<file path="src/rtl/fcc_pkg.sv">
package fcc_pkg;
    localparam int WORD_W  = 32;
    localparam int ADDR_W  = 40;
    localparam int HI_W    = ADDR_W - WORD_W;
    localparam int NRES    = 4;
    localparam int RIDX_W  = $clog2(NRES);
    localparam int CTRL_W  = 15;

    localparam int B_DRAIN = 8;
    localparam int B_REL   = 9;
    localparam int B_IDX   = 10;
    localparam int B_KEEP  = 12;
    localparam int B_BLK   = 13;
    localparam int B_ALL   = 14;

    localparam logic [1:0] ST_OK      = 2'b00;
    localparam logic [1:0] ST_ERR_REL = 2'b01;
    localparam logic [1:0] ST_ERR_BLK = 2'b10;

    typedef struct packed {
        logic [ADDR_W-1:0] addr;
        logic              drain;
        logic              rel;
        logic [RIDX_W-1:0] ridx;
        logic              keep;
        logic              blk;
        logic              all;
    } cmd_t;

    typedef enum logic [1:0] {
        PH_IDLE  = 2'd0,
        PH_DRAIN = 2'd1,
        PH_FLUSH = 2'd2
    } phase_e;
endpackage

</file>
<file path="src/rtl/fcc_decode.sv">
module fcc_decode
    import fcc_pkg::*;
(
    input  logic [WORD_W-1:0] addr_lo,
    input  logic [CTRL_W-1:0] ctrl,
    output cmd_t              cmd
);
    always_comb begin
        cmd       = '0;
        cmd.addr  = {ctrl[HI_W-1:0], addr_lo};
        cmd.drain = ctrl[B_DRAIN];
        cmd.rel   = ctrl[B_REL];
        cmd.ridx  = ctrl[B_IDX +: RIDX_W];
        cmd.keep  = ctrl[B_KEEP];
        cmd.blk   = ctrl[B_BLK];
        cmd.all   = ctrl[B_ALL];
    end
endmodule

</file>
<file path="src/rtl/fcc_res_table.sv">
module fcc_res_table
    import fcc_pkg::*;
(
    input  logic              clk,
    input  logic              rst_n,
    input  logic              rel_en,
    input  logic [RIDX_W-1:0] rel_idx,
    input  logic              set_en,
    input  logic [RIDX_W-1:0] set_idx,
    input  logic [ADDR_W-1:0] set_addr,
    input  logic [ADDR_W-1:0] q_addr,
    output logic [NRES-1:0]   held,
    output logic              q_hit
);
    typedef struct packed {
        logic [NRES-1:0]             held;
        logic [NRES-1:0][ADDR_W-1:0] addr;
    } tbl_t;

    tbl_t tbl_d, tbl_q;
    logic [NRES-1:0] hit;

    always_comb begin
        tbl_d = tbl_q;
        for (int i = 0; i < NRES; i++) begin
            if (rel_en && rel_idx == RIDX_W'(i)) begin
                tbl_d.held[i] = 1'b0;
            end
            if (set_en && set_idx == RIDX_W'(i)) begin
                tbl_d.held[i] = 1'b1;
                tbl_d.addr[i] = set_addr;
            end
        end
    end

    always_ff @(posedge clk or negedge rst_n) begin
        if (!rst_n) begin
            tbl_q <= '0;
        end else begin
            tbl_q <= tbl_d;
        end
    end

    for (genvar g = 0; g < NRES; g++) begin : g_match
        assign hit[g] = tbl_q.held[g] && (tbl_q.addr[g] == q_addr);
    end

    assign held  = tbl_q.held;
    assign q_hit = |hit;
endmodule

</file>
<file path="src/rtl/fcc_seq.sv">
module fcc_seq
    import fcc_pkg::*;
(
    input  logic              clk,
    input  logic              rst_n,
    input  logic              cmd_valid,
    input  cmd_t              cmd,
    output logic              cmd_ready,
    input  logic              unblk_valid,
    input  logic              unblk_cache,
    input  logic [RIDX_W-1:0] unblk_idx,
    output logic              unblk_ready,
    input  logic [NRES-1:0]   held,
    output logic              drain_req,
    output logic [ADDR_W-1:0] drain_addr,
    input  logic              drain_done,
    output logic              fl_req,
    output logic [ADDR_W-1:0] fl_addr,
    output logic              fl_inval,
    output logic              fl_all,
    input  logic              fl_ack,
    output logic              rel_en,
    output logic [RIDX_W-1:0] rel_idx,
    output logic              set_en,
    output logic [RIDX_W-1:0] set_idx,
    output logic [ADDR_W-1:0] set_addr,
    output logic              cache_blk,
    output logic              stat_valid,
    output logic [1:0]        stat_code
);
    typedef struct packed {
        phase_e     ph;
        cmd_t       cur;
        logic       cblk;
        logic       sv;
        logic [1:0] sc;
    } seq_t;

    seq_t s_d, s_q;
    logic idle;

    assign idle = (s_q.ph == PH_IDLE);

    always_comb begin
        s_d     = s_q;
        s_d.sv  = 1'b0;
        rel_en  = 1'b0;
        rel_idx = '0;
        set_en  = 1'b0;
        set_idx = s_q.cur.ridx;
        set_addr = s_q.cur.addr;
        unique case (s_q.ph)
            PH_IDLE: begin
                if (unblk_valid) begin
                    s_d.sv = 1'b1;
                    if (unblk_cache) begin
                        s_d.cblk = 1'b0;
                        s_d.sc   = ST_OK;
                    end else if (!held[unblk_idx]) begin
                        s_d.sc = ST_ERR_REL;
                    end else begin
                        rel_en  = 1'b1;
                        rel_idx = unblk_idx;
                        s_d.sc  = ST_OK;
                    end
                end else if (cmd_valid) begin
                    s_d.cur = cmd;
                    if (cmd.all) begin
                        s_d.ph = PH_FLUSH;
                    end else if (cmd.rel && !held[cmd.ridx]) begin
                        s_d.sv = 1'b1;
                        s_d.sc = ST_ERR_REL;
                    end else if (cmd.blk && !cmd.rel && held[cmd.ridx]) begin
                        s_d.sv = 1'b1;
                        s_d.sc = ST_ERR_BLK;
                    end else begin
                        rel_en  = cmd.rel;
                        rel_idx = cmd.ridx;
                        s_d.ph  = cmd.drain ? PH_DRAIN : PH_FLUSH;
                    end
                end
            end
            PH_DRAIN: begin
                if (drain_done) begin
                    s_d.ph = PH_FLUSH;
                end
            end
            PH_FLUSH: begin
                if (fl_ack) begin
                    s_d.ph = PH_IDLE;
                    s_d.sv = 1'b1;
                    s_d.sc = ST_OK;
                    if (s_q.cur.all) begin
                        s_d.cblk = 1'b1;
                    end else if (s_q.cur.blk) begin
                        set_en = 1'b1;
                    end
                end
            end
            default: s_d.ph = PH_IDLE;
        endcase
    end

    always_ff @(posedge clk or negedge rst_n) begin
        if (!rst_n) begin
            s_q <= '{ph: PH_IDLE, cur: '0, cblk: 1'b0, sv: 1'b0, sc: ST_OK};
        end else begin
            s_q <= s_d;
        end
    end

    assign cmd_ready   = idle && !unblk_valid;
    assign unblk_ready = idle;
    assign drain_req   = (s_q.ph == PH_DRAIN);
    assign drain_addr  = s_q.cur.addr;
    assign fl_req      = (s_q.ph == PH_FLUSH);
    assign fl_addr     = s_q.cur.addr;
    assign fl_all      = s_q.cur.all;
    assign fl_inval    = s_q.cur.all || !s_q.cur.keep;
    assign cache_blk   = s_q.cblk;
    assign stat_valid  = s_q.sv;
    assign stat_code   = s_q.sc;
endmodule

</file>
<file path="src/rtl/flush_cmd_ctrl.sv">
module flush_cmd_ctrl
    import fcc_pkg::*;
(
    input  logic              clk,
    input  logic              rst_n,
    input  logic              cmd_valid,
    output logic              cmd_ready,
    input  logic [WORD_W-1:0] cmd_addr_lo,
    input  logic [CTRL_W-1:0] cmd_ctrl,
    input  logic              unblk_valid,
    output logic              unblk_ready,
    input  logic              unblk_cache,
    input  logic [RIDX_W-1:0] unblk_idx,
    output logic              drain_req,
    output logic [ADDR_W-1:0] drain_addr,
    input  logic              drain_done,
    output logic              fl_req,
    output logic [ADDR_W-1:0] fl_addr,
    output logic              fl_inval,
    output logic              fl_all,
    input  logic              fl_ack,
    input  logic [ADDR_W-1:0] q_addr,
    output logic              q_blocked,
    output logic              stat_valid,
    output logic [1:0]        stat_code
);
    cmd_t              cmd;
    logic [NRES-1:0]   held;
    logic              rel_en, set_en, cache_blk, q_hit;
    logic [RIDX_W-1:0] rel_idx, set_idx;
    logic [ADDR_W-1:0] set_addr;

    fcc_decode i_dec (
        .addr_lo (cmd_addr_lo),
        .ctrl    (cmd_ctrl),
        .cmd     (cmd)
    );

    fcc_seq i_seq (
        .clk         (clk),
        .rst_n       (rst_n),
        .cmd_valid   (cmd_valid),
        .cmd         (cmd),
        .cmd_ready   (cmd_ready),
        .unblk_valid (unblk_valid),
        .unblk_cache (unblk_cache),
        .unblk_idx   (unblk_idx),
        .unblk_ready (unblk_ready),
        .held        (held),
        .drain_req   (drain_req),
        .drain_addr  (drain_addr),
        .drain_done  (drain_done),
        .fl_req      (fl_req),
        .fl_addr     (fl_addr),
        .fl_inval    (fl_inval),
        .fl_all      (fl_all),
        .fl_ack      (fl_ack),
        .rel_en      (rel_en),
        .rel_idx     (rel_idx),
        .set_en      (set_en),
        .set_idx     (set_idx),
        .set_addr    (set_addr),
        .cache_blk   (cache_blk),
        .stat_valid  (stat_valid),
        .stat_code   (stat_code)
    );

    fcc_res_table i_tbl (
        .clk      (clk),
        .rst_n    (rst_n),
        .rel_en   (rel_en),
        .rel_idx  (rel_idx),
        .set_en   (set_en),
        .set_idx  (set_idx),
        .set_addr (set_addr),
        .q_addr   (q_addr),
        .held     (held),
        .q_hit    (q_hit)
    );

    assign q_blocked = cache_blk || q_hit;
endmodule

</file>
<file path="config.mk">
export PLATFORM = sky130hd
export DESIGN_NAME = flush_cmd_ctrl
export DESIGN_NICKNAME = d
export VERILOG_FILES = /design/src/rtl/fcc_pkg.sv /design/src/rtl/fcc_decode.sv /design/src/rtl/fcc_res_table.sv /design/src/rtl/fcc_seq.sv /design/src/rtl/flush_cmd_ctrl.sv
export SDC_FILE = /design/constraint.sdc
export NUM_CORES = 1
export LEC_CHECK = 0
export BUFFER_PORTS_ARGS = -buffer_cell sky130_fd_sc_hd__buf_2
export CORE_MARGIN = 2
export CORE_UTILIZATION = 45
export CTS_CLUSTER_SIZE = 24
export DETAILED_ROUTE_END_ITERATION = 12
export PLACE_DENSITY = 0.72
export SLEW_MARGIN = 30
export SYNTH_ARGS = -nofsm -noshare
export SYNTH_HDL_FRONTEND = slang
export SYNTH_SLANG_ARGS = --single-unit
</file>
<file path="constraint.sdc">
create_clock -name clk -period 3.9 [get_ports clk]
set_input_delay 0.585 -clock clk [delete_from_list [all_inputs] [get_ports clk]]
set_output_delay 0.585 -clock clk [all_outputs]
set_load 0.01 [all_outputs]
</file>
==> impl_metrics.toml, run 1 <==
[run_status]
status = "complete, no violations"

[logic_synthesis]
synth_edf_count = 0
avgSynthCellArea_sq_um = 13.3
ys_types = 44
synth_flop_cell = "dfrtp_1"
async_flop_share_pct = 100
yosys_warnings = 0
synth_seq_area_share_pct = 50.1
syn-num-nets = 906
syn_area_sq_um = 10700
synth_cells = 810
synth-seq-cells = 215

[job]
maxCapViolations = 0

[clocking]
cts_made_buffers = 25
cts_setup_buffers = 0
hold_buffers = 0
cts_max_path_buffers = 3
h-tree-depth = 1
path_clk_slew_ns = 0.06
clkSinkCount = 215
cts_root_buf = "clkbuf_16"
clock_latency_ns = 0.51
cts-resized-gates = 0
cts_tree = "done"

[worst_setup_path]
ff2ff_setup_slack_ns = 1.55
crit_type = "reg2out"
cp_max_fo = 2
worst_ep_required_time_ns = 3.31
crit_path_end_kind = "primary output"
crit_path_start_kind = "register"
crit_chain = "xor2_1 -> nor4_1 -> nand2_1 -> a2111oi_0 -> a22oi_1 -> nand3_1 -> buf_2"
reg2reg_to = "i_tbl.tbl_q[47]"
critPathSlowestCell = "nor4_1"
crit_arrival_ns = 2.52
r2r_start = "i_seq.s_q[52]"
crit_path_max_incr_delay_ns = 0.43
rr_worst_depth = 6

[routing]
drt_iter0_drc = 370
wl_per_cell_um = 20.0
ant_nets = 0
first_pass_iters = 5
vias = 6579
wirelength_um = 25300
via_per_inst = 5.22
drc = 0

[grt]
antenna_found_initial = 3
grt_first_pass_wirelength_um = 38600
grt.total_usage_pct = 20.5
grt_pass1_vias = 6539
grt-ovfl-total = 0
grt_max_degree = 109

[timing]
fin_worst_skew_ns = 0.0101
fmax_mhz = 323
rsz0062_at_grt = "false"
relSlewSlack_pct = 41.6
whs_ns = 0.104
final.min_clock_period_ns = 3.10
final_hold_viol_count = 0
final_max_slew_viol_count = 0
worst_pin_slew_ns = 0.876
setup_violations = 0
min_period_over_period_pct = 79.5
tns_ns = 0

[layout]
mostFrequentLayoutCells = "dfrtp_1 (215), mux2_2 (196), buf_2 (184)"
nNetsFinal = 1022
nFillCells = 2054
area_growth_pct = 13.2
layout_commonest_cell = "dfrtp_1"
layout-drive-gt1-share_pct = 47.1
final_area_sq_um = 12200

[pwr]
cellPowerDensity_nw_per_um2 = 705
ir_drop_mv = 0.460
p_leak_nw = 5.99

[die]
start_util_pct = 45.7
io_pins = 186
dieArea_sq_um = 25100
die_y_um = 158
rows = 56
coreArea_sq_um = 23500
die_w_um = 158

[place]
placed_area_sq_um = 11300
dp_hpwl_um = 18300
gp_congestion = 0.915
portBuffers = 185

[min_path]
hold_class = "in2async"
==> final cells by class <==
cell class              instances  area [sq um]  share of cell area, %
flip-flops and latches        215          5380                   44.3
multi-input cells             484          4540                   37.3
repair buffers                193          1010                   8.30
clock buffers                  37           751                   6.18
well taps                     319           399                   3.28
clock inverters                 5          52.6                  0.432
inverters                       7          26.3                  0.216
diodes                          1          2.50                 0.0206
==> critical path: cells and delay by family, from the launching register on <==
kind,cells,cell delay [ns]
AO/OA/AOI/OAI,2,0.55
XOR/XNOR,1,0.19
buffers and inverters,1,0.16
flip-flops,1,0.39
AND/OR/NAND/NOR,3,0.72
==> sequential cells by signal, indices dropped and copies added, names as in the netlist <==
name              cells
i_seq.s_q             4
i_seq.cache_blk       1
i_seq.drain_addr     40
i_tbl.held            4
i_seq.set_idx         2
i_seq.stat_code       2
i_seq.stat_valid      1
i_tbl.tbl_q         160
i_seq.fl_all          1
==> cells by family after synthesis <==
family / count (synthesis) / synth area share, %
xor gates and xnor gates: 159 / 13.0
AOI/OAI and AO/OA: 23 / 1.40
DFF: 215 / 50.1
buffers and inverters: 111 / 7.80
and+or+nand+nor: 91 / 5.30
muxes: 211 / 22.4
==> cells in the mapped netlist (2+ instances only) <==
cell type / count / area (sq um)
xor2_1: 110 / 963
mux2_2: 196 / 2210
nand2_1: 9 / 33.8
nand4b_1: 2 / 17.5
buf_6: 12 / 135
mux2i_1: 4 / 40.0
a32o_1: 2 / 20.0
nand3_1: 6 / 30.0
buf_4: 86 / 646
mux2_1: 5 / 56.3
mux4_2: 2 / 45.0
nand2b_1: 3 / 18.8
nor3_1: 4 / 20.0
o21ai_0: 10 / 50.1
dfrtp_1: 215 / 5380
nor2_1: 8 / 30.0
nand2_2: 2 / 12.5
nor2b_1: 2 / 12.5
nand4_1: 15 / 93.8
xnor2_1: 49 / 429
inv_1: 7 / 26.3
mux2_4: 4 / 60.1
a22oi_1: 2 / 15.0
nor4_1: 30 / 188
buf_2: 6 / 30.0
==> per-layer routing <==
layer | global-route usage [%] | part of all wire [%]
met1 | 28.6 | 45
met2 | 32.4 | 46
met3 | 3.97 | 6.2
met4 | 6.74 | 3.2
met5 | 0 | 0.079
==> stage by stage <==
step / setup WS [ns] / cells / utilization [%] / total power [mW]
after global placement: 1.08 / 1218 / 48.3 / 6.25
after CTS: 0.857 / 1260 / 51.8 / 8.63
after detailed placement: 1.04 / 1218 / 48.3 / 6.33
after global routing: 0.653 / 1260 / 51.8 / 9.06
final: 0.799 / 1261 / 51.8 / 8.56
after floorplan: 1.57 / 810 / - / 5.63
==> power by group <==
group | total, mW | internal, mW | switching, mW | leakage [nW]
sequential | 3.88 | 3.10 | 0.780 | 2.81
clock | 2.27 | 1.38 | 0.884 | 0.396
combinational | 2.41 | 1.30 | 1.12 | 2.78
==> worst max path at each step <==
stage | slack [ns] | start | endpoint
4_1_cts | 0.86 | i_tbl.tbl_q[29] | q_blocked
2_1_floorplan | 1.57 | q_addr[26] | q_blocked
6_report | 0.80 | i_tbl.tbl_q[29] | q_blocked
3_5_place_dp | 1.04 | q_addr[7] | q_blocked
5_1_grt | 0.65 | i_tbl.tbl_q[29] | q_blocked
3_3_place_gp | 1.08 | q_addr[7] | q_blocked
No activity file was read; power rests on OpenSTA's default activity.
==> run 2, diff against run 1 <==
--- a/config.mk
+++ b/config.mk
@@ -5,12 +5,13 @@
 export SDC_FILE = /design/constraint.sdc
 export NUM_CORES = 1
 export LEC_CHECK = 0
+export ABC_AREA = 1
 export BUFFER_PORTS_ARGS = -buffer_cell sky130_fd_sc_hd__buf_2
 export CORE_MARGIN = 2
 export CORE_UTILIZATION = 45
 export CTS_CLUSTER_SIZE = 24
 export DETAILED_ROUTE_END_ITERATION = 12
-export PLACE_DENSITY = 0.72
+export PLACE_DENSITY = 0.75
 export SLEW_MARGIN = 30
 export SYNTH_ARGS = -nofsm -noshare
 export SYNTH_HDL_FRONTEND = slang
==> constraint.sdc (replaced) <==
create_clock -name clk -period 2.5 [get_ports clk]
set_input_delay 0.375 -clock clk [delete_from_list [all_inputs] [get_ports clk]]
set_output_delay 0.375 -clock clk [all_outputs]
set_load 0.01 [all_outputs]
==> impl_metrics.toml, run 2 <==
[clocking]
cts_made_buffers = 24
path_clk_slew_ns = 0.06
clock_latency_ns = 0.52
cts_setup_buffers = 0
h-tree-depth = 1
cts_max_path_buffers = 3
clkSinkCount = 215
cts_root_buf = "clkbuf_16"
cts_tree = "done"

[logic_synthesis]
synth_seq_area_share_pct = 47.5
synth_area_leaders = "dfrtp_1 (48%), nand2_1 (16%), o21ai_1 (6.7%), buf_4 (5.9%), inv_1 (5.7%)"
synth_cells = 1465
synth-seq-cells = 215
synth_common_cells = "nand2_1 (480), dfrtp_1 (215), inv_1 (172), o21ai_1 (152), buf_4 (89)"
synth_edf_count = 0
synth_flop_cell = "dfrtp_1"
syn-num-nets = 1561
ys_types = 32
async_flop_share_pct = 100
syn_area_sq_um = 11300
synth_top_area_share_pct = 47.5
avgSynthCellArea_sq_um = 7.73
yosysMostFrequentCell = "nand2_1"
synth_area_leader_cell = "dfrtp_1"
yosys_warnings = 0

[grt]
grt_max_degree = 80
grt.total_usage_pct = 21.0
grt_first_pass_wirelength_um = 44800
grt-ovfl-total = 0
antenna_found_initial = 4
grt_pass1_vias = 8943

[routing]
vias = 9198
ant_nets = 0
drt_iter0_drc = 754
drc = 0
wirelength_um = 27300
via_per_inst = 4.83
first_pass_iters = 5
wl_per_cell_um = 14.3

[timing]
rsz0062_at_grt = "false"
fin_worst_skew_ns = 0.0191
final.min_clock_period_ns = 2.35
tns_ns = 0
final_hold_viol_count = 0
relSlewSlack_pct = 57.8
min_period_over_period_pct = 94.0
final_max_slew_viol_count = 0
setup_violations = 0
worst_pin_slew_ns = 0.633
fmax_mhz = 426

[worst_setup_path]
crit_path_start_kind = "register"
critPathCapture = "q_blocked"
cp_max_fo = 3
r2r_start = "i_seq.s_q[52]"
crit_start = "i_tbl.tbl_q[53]"
rr_worst_depth = 10
reg2reg_to = "i_tbl.tbl_q[27]"
crit_type = "reg2out"
crit_arrival_ns = 1.97
crit_path_end_kind = "primary output"
worst_ep_required_time_ns = 2.12
ff2ff_setup_slack_ns = 0.36

[die]
die_w_um = 163
start_util_pct = 45.3
rows = 58
die_y_um = 163
coreArea_sq_um = 25000
io_pins = 186
dieArea_sq_um = 26400

[place]
portBuffers = 185
gp_congestion = 0.844
placed_area_sq_um = 11900
dp_hpwl_um = 19600

[layout]
layout-drive-gt1-share_pct = 17.2
area_growth_pct = 12.7
final_area_sq_um = 12800
nFillCells = 2377
mostFrequentLayoutCells = "nand2_1 (480), dfrtp_1 (215), buf_2 (184)"
layout_commonest_cell = "nand2_1"
largest_register = "i_tbl.tbl_q"
nNetsFinal = 1653
largest_register_ffs = 160

[min_path]
hold_class = "in2reg"

[run_status]
status = "complete, no violations"

[job]
maxCapViolations = 0

[pwr]
ir_drop_mv = 0.701
p_leak_nw = 6.26
cellPowerDensity_nw_per_um2 = 724
## run 2: metrics by stage
step	power (mW)	std cells	setup WS, ns	hold WS, ns	util, %
CTS	9.33	1902	0.0973	0.0419	51.1
finish	9.23	1903	0.150	0.0591	51.1
floorplan	5.36	1465	0.855	0.0794	-
global placement	5.69	1860	0.440	0.406	47.9
global route	9.74	1903	0.00273	0.0532	51.1
detailed placement	5.74	1860	0.374	0.410	47.9
## run 2: final cells by class
type                    instances  area [sq um]  share of cell area [%]
well taps                     330           413                    3.24
clock buffers                  36           717                    5.62
diodes                          1          2.50                  0.0196
multi-input cells             939          4370                    34.3
flip-flops and latches        215          5380                    42.2
clock inverters                 5          78.8                   0.618
inverters                     176           661                    5.18
repair buffers                201          1130                    8.89
## run 2: routing by layer
layer	vias up	routed length [um]	global-route usage [%]
li1	4675	-	-
met1	4250	12800	29.4
met3	39	1420	3.57
met2	228	12600	34.4
met5	-	25	0
met4	6	432	4.87
## run 2: worst min path at each step
stage | start | endpoint | slack [ns] | cells past startpoint
after floorplan | rst_n | i_seq.cache_blk | 0.08 | 0
after global placement | rst_n | i_seq.drain_addr[30] | 0.41 | 1
after detailed placement | rst_n | i_seq.drain_addr[30] | 0.41 | 1
after CTS | cmd_ctrl[12] | i_seq.s_q[6] | 0.04 | 3
after global routing | cmd_ctrl[6] | i_seq.drain_addr[38] | 0.05 | 3
final | cmd_ctrl[3] | i_seq.drain_addr[35] | 0.06 | 3
## run 2: worst max-delay path: stages (launching register included)
cell     delay, ns
dfrtp_1       0.40
nand2_1       0.09
o21ai_0       0.10
nor2_1        0.12
nand2_1       0.08
nor3_1        0.27
nand2_1       0.08
nor2_1        0.10
nor2_1        0.05
nand2_1       0.04
buf_2         0.14
## run 2: cells by family after synthesis
group,count (synthesis),share of synthesized area [%]
AOI/OAI and AO/OA,250,11.6
buffers and inverters,311,13.9
and+or+nand+nor,634,22.7
DFF,215,47.5
xor gates and xnor gates,55,4.26
## run 2: what timing repair did
action / CTS / global route
gates resized for setup: 0 / 1
hold endpoints to repair: 74 / 0
setup endpoints to repair: 0 / 1
hold buffers: 1 / 0
## run 2: power breakdown
group	leakage, nW	switching, mW	total [mW]	internal (mW)
logic	2.96	0.994	1.58	0.591
clock network	0.391	1.39	3.57	2.17
registers	2.91	0.266	4.08	3.82
total	6.26	2.65	9.23	6.58
==> run 3, diff against run 2 <==
--- a/config.mk
+++ b/config.mk
@@ -5,7 +5,6 @@
 export SDC_FILE = /design/constraint.sdc
 export NUM_CORES = 1
 export LEC_CHECK = 0
-export ABC_AREA = 1
 export BUFFER_PORTS_ARGS = -buffer_cell sky130_fd_sc_hd__buf_2
 export CORE_MARGIN = 2
 export CORE_UTILIZATION = 45
==> impl_metrics.toml, run 3 (same netlist as run 1, synthesis figures left out) <==
[routing]
drc = 0
wl_per_cell_um = 19.9
wirelength_um = 25500
first_pass_iters = 5
vias = 6625
via_per_inst = 5.17
ant_nets = 0
drt_iter0_drc = 331

[die]
dieArea_sq_um = 25100
die_w_um = 158
die_y_um = 158
start_util_pct = 45.7
coreArea_sq_um = 23500
io_pins = 186
rows = 56

[min_path]
hold_class = "in2reg"

[place]
place_ws_ns = 0.0400
gp_congestion = 0.899
dp_hpwl_um = 18400
portBuffers = 185

[pwr]
cellPowerDensity_nw_per_um2 = 1090
ir_drop_mv = 0.713
p_leak_nw = 6.09

[timing]
rsz0062_at_grt = "true"
whs_ns = 0.0779
relSlewSlack_pct = 54.2
fmax_mhz = 364
final_max_slew_viol_count = 0
tns_ns = -0.245
min_period_over_period_pct = 110
setup_violations = 1
final.min_clock_period_ns = 2.75
fin_worst_skew_ns = 0.00858
fin_ws_ns = -0.245
worst_pin_slew_ns = 0.687
final_hold_viol_count = 0

[layout]
largest_register_ffs = 160
area_growth_pct = 15.4
layout_commonest_cell = "dfrtp_1"
largest_register = "i_tbl.tbl_q"
layout-drive-gt1-share_pct = 48.8
mostFrequentLayoutCells = "dfrtp_1 (215), mux2_2 (196), buf_2 (184)"
nNetsFinal = 1037

[grt]
antenna_found_initial = 5
grt_pass1_vias = 6566
grt-ovfl-total = 0
grt.total_usage_pct = 20.4
grt_max_degree = 79
grt_first_pass_wirelength_um = 38600

[worst_setup_path]
worst_ep_required_time_ns = 2.12
crit_path_start_kind = "register"
crit_type = "reg2out"
crit_path_end_kind = "primary output"
cp_max_fo = 2
crit_arrival_ns = 2.37

[run_status]
status = "finished, violations left"
violations = "negative setup slack"

[clocking]
cts_tree = "done"
cts_setup_buffers = 0
clock_latency_ns = 0.52
cts_root_buf = "clkbuf_16"
cts_max_path_buffers = 3
h-tree-depth = 1
path_clk_slew_ns = 0.06
clkSinkCount = 215
cts_made_buffers = 25

[job]
maxCapViolations = 0
## run 3: cell types whose count changed in the layout (fill, tap and decap cells not counted), sizes merged, moves of 30 or more
cell   previous run  this run
nand2           481        11
nor2             92         8
xor2             15       110
nor4              0        30
o21ai           236        11
inv             176         8
mux2              0       205
## run 3: critical path, stage by stage, from the launching register on
cell and delay [ns]:
dfrtp_1 0.39, xor2_1 0.14, nor4_1 0.35, buf_4 0.18
nand4_1 0.16, nor4_2 0.21, nand4_1 0.11, nand3_1 0.15
buf_2 0.16
## run 3: cell type report
| type | instances | area [sq um] |
|---|---|---|
| Inverter | 7 | 26.3 |
| Sequential cell | 215 | 5380 |
| Multi-Input combinational cell | 484 | 4590 |
| Timing Repair Buffer | 208 | 1180 |
| Tap cell | 319 | 399 |
| Antenna cell | 2 | 5.00 |
| Fill cell | 2025 | 11100 |
| Clock inverter | 10 | 83.8 |
| Clock buffer | 36 | 727 |
## run 3: what timing repair did
action,in CTS,in global routing
setup endpoints to repair,1,1
gates resized for setup,6,3
pin swaps,2,0
gates cloned,0,0
endpoints found under the hold margin,71,0
hold buffers,1,0
## run 3: final timing paths
check	start	endpoint	slack [ns]	cells past startpoint
worst max-delay path	i_tbl.tbl_q[94]	q_blocked	-0.25	8
worst min-delay path	cmd_addr_lo[27]	i_seq.drain_addr[27]	0.08	2
worst max register to register	i_tbl.held[3]	i_tbl.held[0]	0.57	6
worst min register to register	i_seq.stat_code[0]	i_seq.stat_code[0]	0.49	1
max in group asynchronous	rst_n	i_tbl.tbl_q[127]	1.29	3
min in group asynchronous	rst_n	i_seq.drain_addr[7]	0.45	2
## run 3: layer usage
metal	part of all wire (%)	wire (um)	track usage, %	up-vias
li1	-	-	-	3013
met1	44	11100	28.2	3358
met2	47	12100	32.6	206
met3	6.7	1720	4.38	42
met4	2.2	570	6.05	6
met5	0.15	39	0	-
## run 3: report_power, final
part / total (mW) / leakage (nW) / internal, mW / switching [mW]
Sequential: 6.08 / 2.81 / 4.84 / 1.23
Combinational: 3.83 / 2.88 / 2.08 / 1.76
Clock: 3.56 / 0.400 / 2.12 / 1.44
## run 3: stage by stage
step	instances	utilization [%]	area, sq um	total power [mW]
after global routing	1281	52.8	12400	14.2
final	1281	52.8	12400	13.5
after floorplan	810	-	10700	8.78
after CTS	1279	52.7	12400	13.6
after detailed placement	1232	49.1	11500	9.91
after global placement	1232	49.1	11500	9.77
